## config.mk

```make
export PLATFORM = sky130hd
export DESIGN_NAME = dsi_vid_timing
export DESIGN_NICKNAME = d
export VERILOG_FILES = /design/src/rtl/dsi_vid_timing.sv
export SDC_FILE = /design/constraint.sdc
export NUM_CORES = 1
export LEC_CHECK = 0
export BUFFER_PORTS_ARGS = -buffer_cell sky130_fd_sc_hd__buf_2
export CAP_MARGIN = 20
export CORE_ASPECT_RATIO = 2
export CORE_MARGIN = 5
export CORE_UTILIZATION = 57
export DETAILED_ROUTE_END_ITERATION = 6
export HOLD_SLACK_MARGIN = 0.12
export PLACE_DENSITY = 0.87
export RECOVER_POWER = 100
export SLEW_MARGIN = 10
export SYNTH_ARGS = -nofsm -noshare
export SYNTH_HDL_FRONTEND = slang
export SYNTH_SLANG_ARGS = --single-unit
export TNS_END_PERCENT = 50
```

## constraint.sdc

```tcl
create_clock -name clk -period 3.9 [get_ports clk]
set_input_delay 0.78 -clock clk [delete_from_list [all_inputs] [get_ports clk]]
set_output_delay 0.78 -clock clk [all_outputs]
set_load 0.05 [all_outputs]
```

## src/rtl/dsi_vid_timing.sv

```systemverilog
module dsi_vid_timing #(
  parameter int HW = 16,
  parameter int VW = 12
) (
  input  logic          clk,
  input  logic          rst_n,
  input  logic          run,
  input  logic [1:0]    mode,
  input  logic [HW-1:0] hsa_len,
  input  logic [HW-1:0] hbp_len,
  input  logic [HW-1:0] act_len,
  input  logic [HW-1:0] hline_len,
  input  logic [VW-1:0] vsa_lines,
  input  logic [VW-1:0] vbp_lines,
  input  logic [VW-1:0] vact_lines,
  input  logic [VW-1:0] vfp_lines,
  input  logic [5:0]    lp_mask,
  output logic          ev_vld,
  output logic [2:0]    ev_type,
  output logic [VW+1:0] line_o,
  output logic          lp_ok
);
  localparam int LW = VW + 2;
  localparam int XW = HW + 2;
  localparam logic [2:0] T_VSS = 3'd0, T_VSE = 3'd1, T_HSS = 3'd2,
                         T_HSE = 3'd3, T_PIX = 3'd4, T_BLK = 3'd5;
  localparam logic [1:0] G_VSA = 2'd0, G_VBP = 2'd1, G_ACT = 2'd2, G_VFP = 2'd3;

  logic [HW-1:0] hcnt;
  logic [VW-1:0] vcnt;
  logic [1:0]    vreg;
  logic [LW-1:0] line_q;

  logic [VW-1:0] reg_len;
  always_comb
    case (vreg)
      G_VSA:   reg_len = vsa_lines;
      G_VBP:   reg_len = vbp_lines;
      G_ACT:   reg_len = vact_lines;
      default: reg_len = vfp_lines;
    endcase

  wire last_h = (hcnt == hline_len - 1'b1);
  wire last_v = (vcnt == reg_len - 1'b1);
  wire pulse  = (mode == 2'd0);
  wire burst  = (mode == 2'd2);
  wire act_ln = (vreg == G_ACT);
  wire [XW-1:0] hx = XW'(hcnt);
  wire [XW-1:0] hb = XW'(hsa_len) + XW'(hbp_len);
  wire [XW-1:0] hf = hb + XW'(act_len);
  wire in_sync = (hx < XW'(hsa_len));

  logic       ev_n;
  logic [2:0] ty_n;
  always_comb begin
    ev_n = 1'b1;
    ty_n = T_HSS;
    if (hcnt == '0)
      ty_n = (vreg == G_VSA && vcnt == '0) ? T_VSS : T_HSS;
    else if (pulse && hcnt == hsa_len)
      ty_n = (vreg == G_VSA && last_v) ? T_VSE : T_HSE;
    else if (act_ln && hx == hb)
      ty_n = T_PIX;
    else if (act_ln && !burst && hx == hf)
      ty_n = T_BLK;
    else
      ev_n = 1'b0;
  end

  logic lp_n;
  always_comb begin
    if (in_sync) lp_n = 1'b0;
    else if (!act_ln)
      lp_n = lp_mask[(vreg == G_VSA) ? 0 : (vreg == G_VBP) ? 1 : 2];
    else
      lp_n = lp_mask[3] & (((hx < hb) & lp_mask[4]) | ((hx >= hf) & lp_mask[5]));
  end

  always_ff @(posedge clk or negedge rst_n)
    if (!rst_n) begin
      hcnt <= '0; vcnt <= '0; vreg <= G_VSA; line_q <= '0;
      ev_vld <= 1'b0; ev_type <= '0; line_o <= '0; lp_ok <= 1'b0;
    end else if (!run) begin
      hcnt <= '0; vcnt <= '0; vreg <= G_VSA; line_q <= '0;
      ev_vld <= 1'b0; ev_type <= '0; line_o <= '0; lp_ok <= 1'b0;
    end else begin
      ev_vld  <= ev_n;
      ev_type <= ev_n ? ty_n : 3'd0;
      line_o  <= line_q;
      lp_ok   <= lp_n;
      if (!last_h) hcnt <= hcnt + 1'b1;
      else begin
        hcnt <= '0;
        if (last_v) begin
          vcnt <= '0;
          vreg <= vreg + 1'b1;
          line_q <= (vreg == G_VFP) ? '0 : line_q + 1'b1;
        end else begin
          vcnt <= vcnt + 1'b1;
          line_q <= line_q + 1'b1;
        end
      end
    end

  wire [LW-1:0] tot_lines = LW'(vsa_lines) + LW'(vbp_lines) + LW'(vact_lines) + LW'(vfp_lines);


  run_low_quiet_chk: assert property (@(posedge clk) disable iff (!rst_n)
    !run |=> (!ev_vld && !lp_ok && line_o == '0));

  restart_vss_chk: assert property (@(posedge clk) disable iff (!rst_n)
    $rose(run) |=> (ev_vld && ev_type == T_VSS));

  no_sync_end_chk: assert property (@(posedge clk) disable iff (!rst_n)
    (run && mode != 2'd0) |=> !(ev_vld && (ev_type == T_VSE || ev_type == T_HSE)));

  burst_no_blank_chk: assert property (@(posedge clk) disable iff (!rst_n)
    (run && mode == 2'd2) |=> !(ev_vld && ev_type == T_BLK));

  line_range_chk: assert property (@(posedge clk) disable iff (!rst_n)
    ev_vld |-> (line_o < tot_lines));

  type_code_chk: assert property (@(posedge clk) disable iff (!rst_n)
    ev_vld |-> (ev_type <= T_BLK));
endmodule

```

After elaboration in Yosys (flattened, before gate mapping). Cells that the tools add are included.

Add/sub/neg operators: 8. Magnitude comparators: 4. Eq/ne operators: 11. Multiplexer cells: 35. Bitwise gates (word level): 4. Reductions and logical operators: 12.

Operator list (number): $mux W14 (5); $mux W12 (3); $pmux W12 S3 (1); $eq A16 B16 Y1 (2); $mux W16 (2); $add A17 B16 Y18 (1); $eq A16 B18 Y1 (1); $ge A16 B18 Y1 (1); $mux W3 (6); $add A16 B16 Y17 (1); $eq A16 B17 Y1 (1); $lt A16 B17 Y1 (1); $add A16 B1 Y16 const B (1); $logic_not A16 Y1 (1); $lt A16 B16 Y1 (1); $sub A16 B1 Y16 const B (1); $add A14 B1 Y14 const B (1); $mux W2 (7); $add A12 B1 Y12 const B (1); $eq A12 B12 Y1 (1); $logic_not A12 Y1 (1); $sub A12 B1 Y12 const B (1); $mux W1 (10); $eq A2 B2 Y1 const B (3); other kinds (11) (20).

Bits in registers: 63. Input port bits: 123. Output and inout port bits: 19. Logic and storage cells: 82.

Logic depth before layout (Yosys ltp). Gate-level depths: netlist (run 1).

Word-level depth: 10. Mapped depth: 25. Mapped depth without buffers: 25.

Worst setup path before layout (run 1). OpenSTA, ideal clock, no wires.

Path kind: in2reg. Start: input port hsa_len[0]. End: register ev_vld. Library setup time: 88 ps. Arrival: 4924 ps. Required time: 3812 ps. Path slack: -1112 ps. Stages: 25. Buffers on the path: 0. Cell sequence: ha_1 > inv_1 > fa_1 > nor2b_1 > o21ai_0 > a21oi_1 > o41ai_1 > o21bai_1 > a21oi_1 > xnor2_1 > ha_1 > a21oi_1 > o21ai_0 > o31ai_1 > nand2_1 > a21oi_1 > xor2_1 > ha_1 > and4_1 > nand2_1 > nor3_1 > nand4_1 > a21oi_1 > o21ai_0 > a41oi_1.

Longest elaborated chain between the ends: 9.

RTL lines: from (decl) (RTL line 9) `input logic [HW-1:0] hsa_len,`; $add A16 B16 Y17 (RTL line 49) `wire [XW-1:0] hb = XW'(hsa_len) + XW'(hbp_len);`; $add A17 B16 Y18 (RTL line 50) `wire [XW-1:0] hf = hb + XW'(act_len);`; $eq A16 B18 Y1 (RTL line 64) `else if (act_ln && !burst && hx == hf)`; $logic_and A1 B1 Y1 (RTL line 64); $mux W1 (RTL line 64); $mux W1 (RTL line 62) `else if (act_ln && hx == hb)`; $mux W1 * (RTL line 60) `else if (pulse && hcnt == hsa_len)`; $mux W1 * (RTL line 58) `if (hcnt == '0)`; $mux W1 * (RTL line 83) `end else if (!run) begin`; to (signal assigned) (RTL line 87) `ev_vld <= ev_n;`; to (decl) (RTL line 18) `output logic ev_vld,`.

Mark *: on every way between the ends. The rest lies on a longest branch, timed or not. A chain may end at the register's enable or synchronous reset.

Final worst setup path (run 1).
Start: input port hsa_len[0]. End: register lp_ok.

Longest elaborated chain between the ends: 9.

RTL lines: $add A16 B16 Y17 (RTL line 49); $add A17 B16 Y18 (RTL line 50); $ge A16 B18 Y1 (RTL line 76) `lp_n = lp_mask[3] & (((hx < hb) & lp_mask[4]) | ((hx >= hf) & lp_mask[5]));`; $and A1 B1 Y1 (RTL line 76); $or A1 B1 Y1 (RTL line 76); $and A1 B1 Y1 (RTL line 76); $mux W1 (RTL line 73) `else if (!act_ln)`; $mux W1 * (RTL line 72) `if (in_sync) lp_n = 1'b0;`; $mux W1 * (RTL line 83); to (signal assigned) (RTL line 90) `lp_ok <= lp_n;`; to (decl) (RTL line 21) `output logic lp_ok`.

Marks and branches as above.

==> results.json, run 1 <==
{
  "outcome": "complete, but fails checks",
  "failed_checks": "max-capacitance violations, max-slew violations, negative setup slack",
  "synthCells": 879,
  "cts_buffer_depth": 2,
  "clock_latency_ns": 0.33,
  "synth_edf_count": 0,
  "drtAntennaViolNets": 0,
  "synthTopCellsByCount": "92 x ha_1, 69 x inv_1, 63 x dfrtp_1",
  "crit_arrival_ns": 5.19,
  "vias": 8007,
  "layout.nets": 1328,
  "drt-wirelength-per-cell_um": 18.8,
  "startpoint_type": "input pin",
  "ys.flop_type": "dfrtp_1",
  "hold_violations": 0,
  "die_area_um2": 15000,
  "r2r_start": "vreg[0]",
  "slowest_delay_ns": 0.42,
  "grt_pass1_wl_um": 37800,
  "total_power_uw": 2590,
  "critPathRequiredTime_ns": 4.13,
  "io_pins": 142,
  "rows": 58,
  "rsz0062_at_grt": "true",
  "ys_ff_latch": 63,
  "syn2layout_area_growth_pct": 28.4,
  "power.density_nw_per_um2": 281,
  "antenna_found_initial": 0,
  "max_cap_viol_count": 1,
  "setup_violations": 4,
  "syn_avg_cell_area_um2": 8.15,
  "diodes": 0,
  "die_h_um": 169,
  "swShare_pct": 35.2,
  "routed_via_density": 6.32,
  "synth.distinct_cells": 80,
  "seq_power_share_pct": 26.9,
  "worstMarginPinSlew_ns": 2.17,
  "synth_top_area_share_pct": 22.0,
  "dieWidth_um": 89.3,
  "numCtsBuffers": 9,
  "cts_root_buffer": "clkbuf_16",
  "slew_headroom_pct": -44.9,
  "gp_congestion": 0.995,
  "slew_viol_final": 40,
  "syn_area_um2": 7160,
  "rr_endpoint": "vcnt[4]",
  "min_path_type": "in -> async",
  "grt_pass1_vias": 8413,
  "post-route-util_pct": 73.7,
  "p_sw_uw": 912,
  "dp_cells": 1243,
  "fin_area_um2": 9200,
  "p_int_uw": 1680,
  "finalClockSkew_ns": 0.00863,
  "grt_max_degree": 52,
  "slowest_stage": "or3_4",
  "port_buffers": 141,
  "power_frac_comb_pct": 44.7,
  "fmax_mhz": 201,
  "worstPathMaxFanout": 4,
  "clkPwrFrac_pct": 28.4,
  "cts_tree": "yes",
  "start_util_pct": 57.4,
  "synth.net_count": 1096,
  "yosys.cell_count.top_type": "ha_1",
  "end_kind": "flop",
  "cpLargestDelayFamily": "compound AO/OA/AOI/OAI gates",
  "grt_use_total_pct": 31.8,
  "cts_sinks": 63,
  "drc": 0,
  "initialDrtViolationCount": 433,
  "overflow": 0,
  "synthTopCellsByArea": "dfrtp_1 22%, ha_1 16%, xnor2_1 5.6%",
  "hold_buffers": 0,
  "finalCritPeriodShare_pct": 127,
  "drive_above_1_share_pct": 26.6,
  "reg2reg_depth": 13,
  "htree_levels": 3,
  "yosysTopAreaCell": "dfrtp_1",
  "r2r_setup_slack_ns": 0.15,
  "final_cells": 1266,
  "irDropWorstVdd_mv": 0.274,
  "setup_tns_ns": -3.89,
  "path_clk_slew_ns": 0.06,
  "fp.coreArea_um2": 12500,
  "path_buf_inv": 3,
  "drtPass1Iterations": 7,
  "p_leak_uw": 0.00458,
  "critPathKind": "in -> reg",
  "yosysSeqAreaShare_pct": 22.0,
  "fin_ws_ns": -1.06,
  "period_minus_slack_ns": 4.96,
  "totalWireLength_um": 23800,
  "yosysWarnings": 0,
  "placed_area_um2": 8800,
  "hpwl_um": 18800,
  "ys_async_sr_fraction_pct": 100
}
[state kept, by name, indices dropped and copies added (netlist names)]
register	cells
hcnt	16
vreg	2
line_q	14
ev_vld	1
ev_type	3
line_o	14
vcnt	12
lp_ok	1
[cell type report]
type,instances,area [um2]
Clock buffer,11,243
Clock inverter,5,33.8
Fill cell,904,3280
Multi-Input combinational cell,715,5380
Inverter,70,263
Timing Repair Buffer,252,1520
Tap cell,150,188
Sequential cell,63,1580
[worst max path at each step]
| stage | start | endpoint | slack, ns | cells past startpoint |
|---|---|---|---|---|
| CTS | hsa_len[0] | ev_type[0] | -0.99 | 27 |
| global placement | hsa_len[0] | lp_ok | -1.31 | 26 |
| finish | hsa_len[0] | lp_ok | -1.06 | 25 |
| global route | hsa_len[0] | lp_ok | -1.28 | 27 |
| floorplan | hsa_len[0] | lp_ok | -0.83 | 25 |
| detailed placement | hsa_len[0] | ev_type[0] | -1.40 | 27 |
[power groups by stage]
stage | Combinational, uW | Clock, uW | Sequential (uW)
CTS | 1120 | 736 | 695
floorplan | 637 | 0 | 699
detailed placement | 1090 | 0 | 706
finish | 1160 | 735 | 696
global route | 1260 | 771 | 697
global placement | 1060 | 0 | 706
[cell usage in the layout (no fill, tap or decap), types with 20 or more instances in the layout]
master / instances
o21ai_0: 25
buf_2: 118
buf_4: 103
xnor2_1: 45
nand3_1: 30
clkbuf_1: 27
xor2_1: 27
a21oi_1: 46
dfrtp_1: 63
a21o_1: 26
nand2_1: 61
nand4_1: 20
inv_1: 68
ha_1: 89
nor3_1: 21
nor2_1: 58
[cells by family after synthesis]
| group | after synthesis | synth area share (%) |
|---|---|---|
| compound gates | 231 | 22.5 |
| xor+xnor | 73 | 8.92 |
| fa+ha+maj | 94 | 16.6 |
| buf+inv | 101 | 5.69 |
| flops | 63 | 22.0 |
| mux | 5 | 0.891 |
| simple gates | 312 | 23.4 |
[routing by layer]
layer	share of wire (%)	track usage, %	up-vias
met2	54	57.9	410
li1	-	-	3692
met4	8.4	26.4	0
met3	5.6	4.58	143
met1	32	29.2	3762
met5	0	0	-
[stage by stage]
stage | hold WS, ns | worst slack (ns)
3_3_place_gp | 0.520 | -1.31
6_report | 0.439 | -1.06
5_1_grt | 0.494 | -1.28
3_5_place_dp | 0.529 | -1.40
4_1_cts | 0.538 | -0.989
2_1_floorplan | 0.484 | -0.825
[timing repair]
action	CTS	global route
pin swaps	25	24
setup endpoints to repair	4	6
setup buffers	3	4
hold endpoints to repair	0	0
gates resized for setup	12	17
No activity file was read; power rests on OpenSTA's default activity.
==> run 2: changes to the inputs <==
CELL_PAD_IN_SITES_DETAIL_PLACEMENT = 1   (was default)
CELL_PAD_IN_SITES_GLOBAL_PLACEMENT = 1   (was default)
CORE_UTILIZATION = 42   (was 57)
==> run 2 against run 1 <==
  * The flow still finishes with violations (max-capacitance violations, max-slew violations, negative setup slack)
  * Hold slack worse by 0.0045 ns
  * Wire length up 29%
  * Non-clock buffer count up 14
  * Setup slack worse by 0.13 ns
  * Global-route usage down 2.2 points
==> results.json, run 2 (synthesis gave the netlist of run 1 again) <==
{
  "outcome": "complete, but fails checks",
  "failed_checks": "max-capacitance violations, max-slew violations, negative setup slack",
  "crit_arrival_ns": 5.32,
  "hpwl_um": 23200,
  "port_buffers": 141,
  "cts_buffer_depth": 2,
  "slew_headroom_pct": -39.7,
  "grt_pass1_vias": 9201,
  "timing.hold.ws_ns": 0.435,
  "grt_max_degree": 45,
  "clock_latency_ns": 0.34,
  "r2r_start": "vreg[0]",
  "path_clk_slew_ns": 0.06,
  "drtAntennaViolNets": 0,
  "startpoint_type": "input pin",
  "path_buf_inv": 3,
  "fmax_mhz": 196,
  "hold_buffers": 0,
  "placed_area_um2": 8880,
  "max_cap_viol_count": 1,
  "dieWidth_um": 102,
  "start_util_pct": 42.7,
  "drtPass1Iterations": 7,
  "fin_area_um2": 9420,
  "p_leak_uw": 0.00474,
  "final_common_cell": "buf_2",
  "largest_reg_flops": 16,
  "layout.nets": 1342,
  "slowest_stage": "ha_1",
  "power.density_nw_per_um2": 298,
  "totalWireLength_um": 30600,
  "crit_start": "hsa_len[0]",
  "critPathKind": "in -> reg",
  "fin_ws_ns": -1.19,
  "cpLargestDelayFamily": "compound AO/OA/AOI/OAI gates",
  "finalClockSkew_ns": 0.00801,
  "cts_tree": "yes",
  "end_kind": "flop",
  "vias": 8287,
  "worstPathMaxFanout": 4,
  "overflow": 0,
  "rsz0062_at_grt": "true",
  "regMostFlops": "hcnt",
  "critPathRequiredTime_ns": 4.13,
  "period_minus_slack_ns": 5.09,
  "drt-wirelength-per-cell_um": 22.9,
  "gp_congestion": 0.981,
  "final_cell_mix": "138 x buf_2, 123 x buf_4, 89 x ha_1, 68 x inv_1, 62 x dfrtp_1",
  "grt_pass1_wl_um": 46200,
  "slew_viol_final": 36,
  "routed_via_density": 6.20,
  "syn2layout_area_growth_pct": 31.4,
  "worstMarginPinSlew_ns": 2.10,
  "setup_violations": 4,
  "die_area_um2": 19900,
  "rows": 67,
  "antenna_found_initial": 3,
  "drive_above_1_share_pct": 29.7,
  "cts_root_buffer": "clkbuf_16",
  "reg.largest.list": "hcnt (16), line_o (14), line_q (14)",
  "drc": 0,
  "slowest_delay_ns": 0.38,
  "io_pins": 142,
  "hold_violations": 0,
  "initialDrtViolationCount": 352,
  "irDropWorstVdd_mv": 0.227,
  "numCtsBuffers": 9,
  "min_path_type": "in -> async",
  "die_h_um": 195,
  "grt_use_total_pct": 29.5,
  "cts_sinks": 63,
  "htree_levels": 3,
  "fp.coreArea_um2": 16800,
  "finalCritPeriodShare_pct": 131
}
run 2: cell types whose count changed in the layout (fill, tap and decap cells not counted), moves of 2 or more:
cell and change:
and2_0 -2, and2_1 +2, buf_2 +20, buf_4 +20
clkbuf_1 -23, clkbuf_2 -2, o21ai_2 -2
run 2: power breakdown:
part           leakage, uW  switching (uW)  internal, uW  total, uW
sequential        0.000871            29.7           668        697
combinational      0.00373             673           615       1290
clock             0.000145             297           525        822
run 2: layout make-up:
cell class	instances	area [um2]
Antenna cell	1	2.50
Fill cell	2061	7350
Sequential cell	63	1580
Tap cell	207	259
Timing Repair Buffer	266	1650
Clock inverter	3	42.5
Clock buffer	12	256
Multi-Input combinational cell	715	5360
Inverter	70	263
run 2: stage by stage:
step | setup WS (ns) | TNS [ns] | cells | total power (uW) | util, %
after floorplan | -0.825 | -3.00 | 879 | 1340 | -
after global placement | -1.33 | -4.93 | 1305 | 1810 | 53.0
after detailed placement | -1.75 | -6.59 | 1305 | 1870 | 53.0
after CTS | -1.02 | -3.95 | 1327 | 2730 | 55.4
after global routing | -1.41 | -5.36 | 1337 | 2940 | 56.2
final | -1.19 | -4.48 | 1337 | 2810 | 56.2
run 2: what timing repair did:
action | 4_1_cts | 5_1_grt
setup buffers | 8 | 8
pin swaps | 26 | 16
resized for setup | 13 | 16
endpoints found under the setup margin | 5 | 31
run 2: final timing paths:
check / end / slack [ns] / cells after the start
hold reg to reg: line_o[13] / 0.56 / 1
hold / removal: line_o[12] / 0.43 / 1
setup / recovery: lp_ok / -1.19 / 25
min in group clk: line_o[13] / 0.56 / 1
setup reg to reg: vreg[1] / 0.16 / 15
max in group asynchronous: vreg[0] / 0.95 / 2
run 2: per-layer routing:
layer / GRT usage, % / wire [um]
met5: 0 / 0
met4: 21.9 / 2730
met3: 4.16 / 1450
met2: 56.6 / 16800
met1: 26.3 / 9620
